<file path="src/rtl/wake_pkg.sv">
package wake_pkg;
  parameter int unsigned PIN_GROUP_W = 3;

  typedef struct packed {
    logic hit;
    logic flag;
  } chan_stat_t;
endpackage

</file>
<file path="src/rtl/wake_chan.sv">
module wake_chan
  import wake_pkg::*;
#(
  parameter int unsigned W = 1
) (
  input  logic         clk,
  input  logic         rst,
  input  logic [W-1:0] live_i,
  input  logic         rd_i,
  input  logic         en_n_i,
  input  logic         sleep_i,
  input  logic         sleep_entry_i,
  output chan_stat_t   stat_o
);
  logic [W-1:0] ref_q;
  logic         valid_q;
  logic         flag_q;
  logic         hit;

  // mismatch against the latched copy, gated by sleep and the active-low enable
  assign hit = sleep_i && !en_n_i && valid_q && (live_i != ref_q);

  always_ff @(posedge clk) begin
    if (rst) begin
      ref_q   <= '0;
      valid_q <= 1'b0;
      flag_q  <= 1'b0;
    end else begin
      if (rd_i || (sleep_entry_i && !valid_q)) begin
        ref_q   <= live_i;
        valid_q <= 1'b1;
      end
      if (hit) flag_q <= 1'b1;
    end
  end

  assign stat_o.hit  = hit;
  assign stat_o.flag = flag_q;

  AST_EN_FREEZES_FLAG: assert property (@(posedge clk) disable iff (rst)
    en_n_i |=> $stable(flag_q));
  AST_FLAG_STICKY: assert property (@(posedge clk) disable iff (rst)
    flag_q |=> flag_q);
  AST_FLAG_ONLY_ASLEEP: assert property (@(posedge clk) disable iff (rst)
    $rose(flag_q) |-> $past(sleep_i));
endmodule

</file>
<file path="src/rtl/wake_pulse.sv">
module wake_pulse (
  input  logic clk,
  input  logic rst,
  input  logic sleep_i,
  input  logic hit_any_i,
  output logic req_o
);
  logic fired_q;

  always_ff @(posedge clk) begin
    if (rst) begin
      req_o   <= 1'b0;
      fired_q <= 1'b0;
    end else begin
      req_o <= hit_any_i && !fired_q;
      if (!sleep_i)       fired_q <= 1'b0;
      else if (hit_any_i) fired_q <= 1'b1;
    end
  end

  AST_REQ_ONE_CYCLE: assert property (@(posedge clk) disable iff (rst)
    req_o |=> !req_o);
  AST_AWAKE_NO_REQ: assert property (@(posedge clk) disable iff (rst)
    !sleep_i |=> !req_o);
endmodule

</file>
<file path="src/rtl/wake_detect_top.sv">
module wake_detect_top
  import wake_pkg::*;
#(
  parameter int unsigned PIN_W = PIN_GROUP_W
) (
  input  logic             clk,
  input  logic             rst,
  input  logic             sleep_i,
  input  logic             cmp_i,
  input  logic             cmp_rd_i,
  input  logic             cmp_wake_en_n_i,
  input  logic [PIN_W-1:0] pin_i,
  input  logic             pin_rd_i,
  input  logic             pin_wake_en_n_i,
  output logic             wake_req_o,
  output logic             cmp_flag_o,
  output logic             pin_flag_o
);
  logic       sleep_q;
  logic       sleep_entry;
  chan_stat_t cmp_stat;
  chan_stat_t pin_stat;

  always_ff @(posedge clk) begin
    if (rst) sleep_q <= 1'b0;
    else     sleep_q <= sleep_i;
  end

  assign sleep_entry = sleep_i && !sleep_q;

  wake_chan #(.W(1)) u_cmp (
    .clk           (clk),
    .rst           (rst),
    .live_i        (cmp_i),
    .rd_i          (cmp_rd_i),
    .en_n_i        (cmp_wake_en_n_i),
    .sleep_i       (sleep_i),
    .sleep_entry_i (sleep_entry),
    .stat_o        (cmp_stat)
  );

  wake_chan #(.W(PIN_W)) u_pin (
    .clk           (clk),
    .rst           (rst),
    .live_i        (pin_i),
    .rd_i          (pin_rd_i),
    .en_n_i        (pin_wake_en_n_i),
    .sleep_i       (sleep_i),
    .sleep_entry_i (sleep_entry),
    .stat_o        (pin_stat)
  );

  wake_pulse u_pulse (
    .clk       (clk),
    .rst       (rst),
    .sleep_i   (sleep_i),
    .hit_any_i (cmp_stat.hit || pin_stat.hit),
    .req_o     (wake_req_o)
  );

  assign cmp_flag_o = cmp_stat.flag;
  assign pin_flag_o = pin_stat.flag;

  AST_REQ_WITH_FLAG: assert property (@(posedge clk) disable iff (rst)
    wake_req_o |-> (cmp_flag_o || pin_flag_o));
  AST_PIN_EN_FREEZES: assert property (@(posedge clk) disable iff (rst)
    pin_wake_en_n_i |=> $stable(pin_flag_o));
endmodule

</file>
<file path="config.mk">
export PLATFORM = sky130hd
export DESIGN_NAME = wake_detect_top
export DESIGN_NICKNAME = d
export VERILOG_FILES = /design/src/rtl/wake_pkg.sv /design/src/rtl/wake_chan.sv /design/src/rtl/wake_pulse.sv /design/src/rtl/wake_detect_top.sv
export SDC_FILE = /design/constraint.sdc
export NUM_CORES = 1
export LEC_CHECK = 0
export ABC_AREA = 0
export BUFFER_PORTS_ARGS = -buffer_cell sky130_fd_sc_hd__buf_2
export CELL_PAD_IN_SITES_DETAIL_PLACEMENT = 0
export CELL_PAD_IN_SITES_GLOBAL_PLACEMENT = 1
export CORE_MARGIN = 3
export CORE_UTILIZATION = 34
export CTS_CLUSTER_SIZE = 12
export DETAILED_ROUTE_END_ITERATION = 10
export GPL_ROUTABILITY_DRIVEN = 0
export PLACE_DENSITY_LB_ADDON = 0.2
export SYNTH_ARGS = -nofsm -noshare
export SYNTH_HDL_FRONTEND = slang
export SYNTH_SLANG_ARGS = --single-unit
</file>
<file path="constraint.sdc">
create_clock -name clk -period 1.6 [get_ports clk]
set_input_delay 0.08 -clock clk [delete_from_list [all_inputs] [get_ports clk]]
set_output_delay 0.08 -clock clk [all_outputs]
set_load 0.01 [all_outputs]
</file>
==> impl_metrics.toml <==
[final_layout]
final_core_util = 0.4776
nFillCells = 115
syn_to_final_growth_pct = 23.14
n_antenna_cell = 0
layout.area.seq_sq_um = 220.2
drive_gt1_frac = 0.2923
fin_nets = 77
multiInputGateArea_sq_um = 203.9

[worst_setup_path]
cp_max_fo = 3
arrival_ps = 1450
cp_data_required_time_ps = 1780
end_kind = "flop"
path_class = "reg2reg"
start_kind = "flop"

[global_routing]
grt-ovfl-total = 0
grt-busiest-layer = "met2"
antenna_found_initial = 0
use_met2 = 0.1489
grt_usage = 0.1076
grt_max_degree = 12
met3_usage = 0.07725
grt_pass1_wl_um = 1421
use_met1 = 0.1359
grt_pass1_vias = 346

[yosys]
synth.area.mux_share = 0
yosysTopAreaCell = "dfxtp_1"
synthesis.nets = 60
synth_seq_cells = 11
synth_common_cells = "dfxtp_1 (11), a21oi_1 (6), inv_1 (6)"
synth_xor_area_frac = 0.07713
ys.flop_type = "dfxtp_1"
yosys.cell_count.top_type = "dfxtp_1"
yosys_warnings = 0
synth_top_area_share = 0.4848
synth_edf_count = 0
async_flop_share = 0
yosys.area_share.simple = 0.1708
syn_inst = 49
synthAdderAreaFrac = 0
seq_area_frac_synth = 0.4848
synth_cell_type_count = 20
syn-cell-area_sq_um = 454.2
avgSynthCellArea_sq_um = 9.269
synth_area_leaders = "dfxtp_1 (48%), a21oi_1 (6.6%), xor2_1 (5.8%), inv_1 (5.0%), nand3_1 (4.4%)"
synth-compound-area-share = 0.2011
synth_top_family_by_area = "compound AO/OA/AOI/OAI gates"

[drt]
detail-route-antenna-nets = 0
wl_per_cell_um = 10.43
post_drt_via_cell_ratio = 4.722
dr_total_vias = 373
drc_errors = 0
drt_iter0_markers = 8
finalWirelength_um = 824
drt_pass1_iterations = 4

[timing]
rsz0062_at_grt = "no"
skew_ps = 2.301
tns_ps = 0
slew_headroom = 0.6953
maxSlewViolCount = 0
setup_viol = 0
fin_crit_ps = 1267
timing.final.crit_share = 0.7918
fmax_mhz = 789.4
worstMarginPinSlew_ps = 453.2
hold_slack_ps = 82.82
final_hold_viol_count = 0

[placed_design]
numPortBuffers = 13
dp_hpwl_um = 653.6

[worst_hold_path]
hold_path_class = "in2reg"

[clock_network]
ctsResizeCount = 0
cts_max_path_buffers = 2
h-tree-depth = 1
cts_setup_buffers = 0
cts_sinks = 11
clk_pin_slew_ps = 70
cts_inserted_buffers = 3
clk_latency_ps = 260
cts_tree = "done"
holdBufCountCts = 0
root_buffer = "clkbuf_4"

[power_and_ir_drop]
p_per_area_nw_per_um2 = 989.1
p_leak_nw = 0.2509
worst_ir_drop_vdd_uv = 641.9

[flow_run]
maxCapViolations = 0

[floorplan]
die_x_um = 42.55
die_h_um = 42.55
dieArea_sq_um = 1811
initial_utilization = 0.3878
fp-row-count = 12
pin_count = 14
core_sq_um = 1171

[run_status]
outcome = "finished, final reports clean"
-- state kept, by name (all words and copies together), names as in the netlist --
register,flops
u_cmp.ref_q,1
sleep_q,1
u_pin.valid_q,1
u_pulse.fired_q,1
u_pulse.req_o,1
u_pin.ref_q,3
u_cmp.flag_q,1
u_cmp.valid_q,1
u_pin.flag_q,1
-- final timing paths --
check	depth (start not counted)	slack [ps]	end	start
worst min-delay path	3	80	u_pin.valid_q	pin_rd_i
worst max register to register	3	330	u_pulse.fired_q	u_cmp.valid_q
worst max-delay path	3	330	u_pulse.fired_q	u_cmp.valid_q
worst min register to register	1	430	u_pulse.req_o	u_pulse.fired_q
-- area by class of cell --
type	count	area share
sequential	11	0.3937
multi-input combinational	30	0.3647
timing repair buffer	13	0.1163
clock buffer	4	0.04698
inverter	7	0.04698
tap	14	0.03132
-- per-layer routing --
layer,wire [um],share of wire
met5,0,0
met4,0,0
met3,68,0.083
met2,353,0.43
met1,401,0.49
-- cells in the final DEF (no fill, tap or decap) --
cell type,count
nand3_1,4
o31ai_1,1
xor2_1,3
inv_1,6
xnor2_1,1
clkbuf_1,1
dfxtp_1,11
clkbuf_4,3
a21bo_1,1
nor3b_1,1
nor2_1,2
inv_2,1
or4_4,1
nor3_1,1
a31oi_1,1
and3b_1,1
o21ai_0,3
a21oi_1,6
a311oi_2,1
a211oi_1,1
buf_2,13
or3b_1,2
-- stage by stage --
| step | setup slack, ps | instance area (sq um) | power (mW) | instances |
|---|---|---|---|---|
| floorplan | 414.6 | 454.2 | 0.3456 | 49 |
| global placement | 400.2 | 533.0 | 0.3727 | 75 |
| finish | 333.2 | 559.3 | 0.5532 | 79 |
| detailed placement | 357.1 | 533.0 | 0.3727 | 75 |
| global route | 250.0 | 559.3 | 0.5900 | 79 |
| CTS | 330.5 | 559.3 | 0.5624 | 79 |
-- critical path, cell delays in order (launching register included) --
cell      delay, ps
dfxtp_1         330
inv_1            60
or4_4           550
a311oi_2        240
-- where the power goes --
group	total, mW	internal [mW]	switching, mW
clock network	0.187	0.0964	0.0910
registers	0.299	0.290	0.00899
logic	0.0669	0.0323	0.0346
-- cells by family after synthesis --
group,count (synthesis)
compound gates,14
xor+xnor,4
buf+inv,8
flops,11
simple gates,12
(Power assumes the default switching activity.)
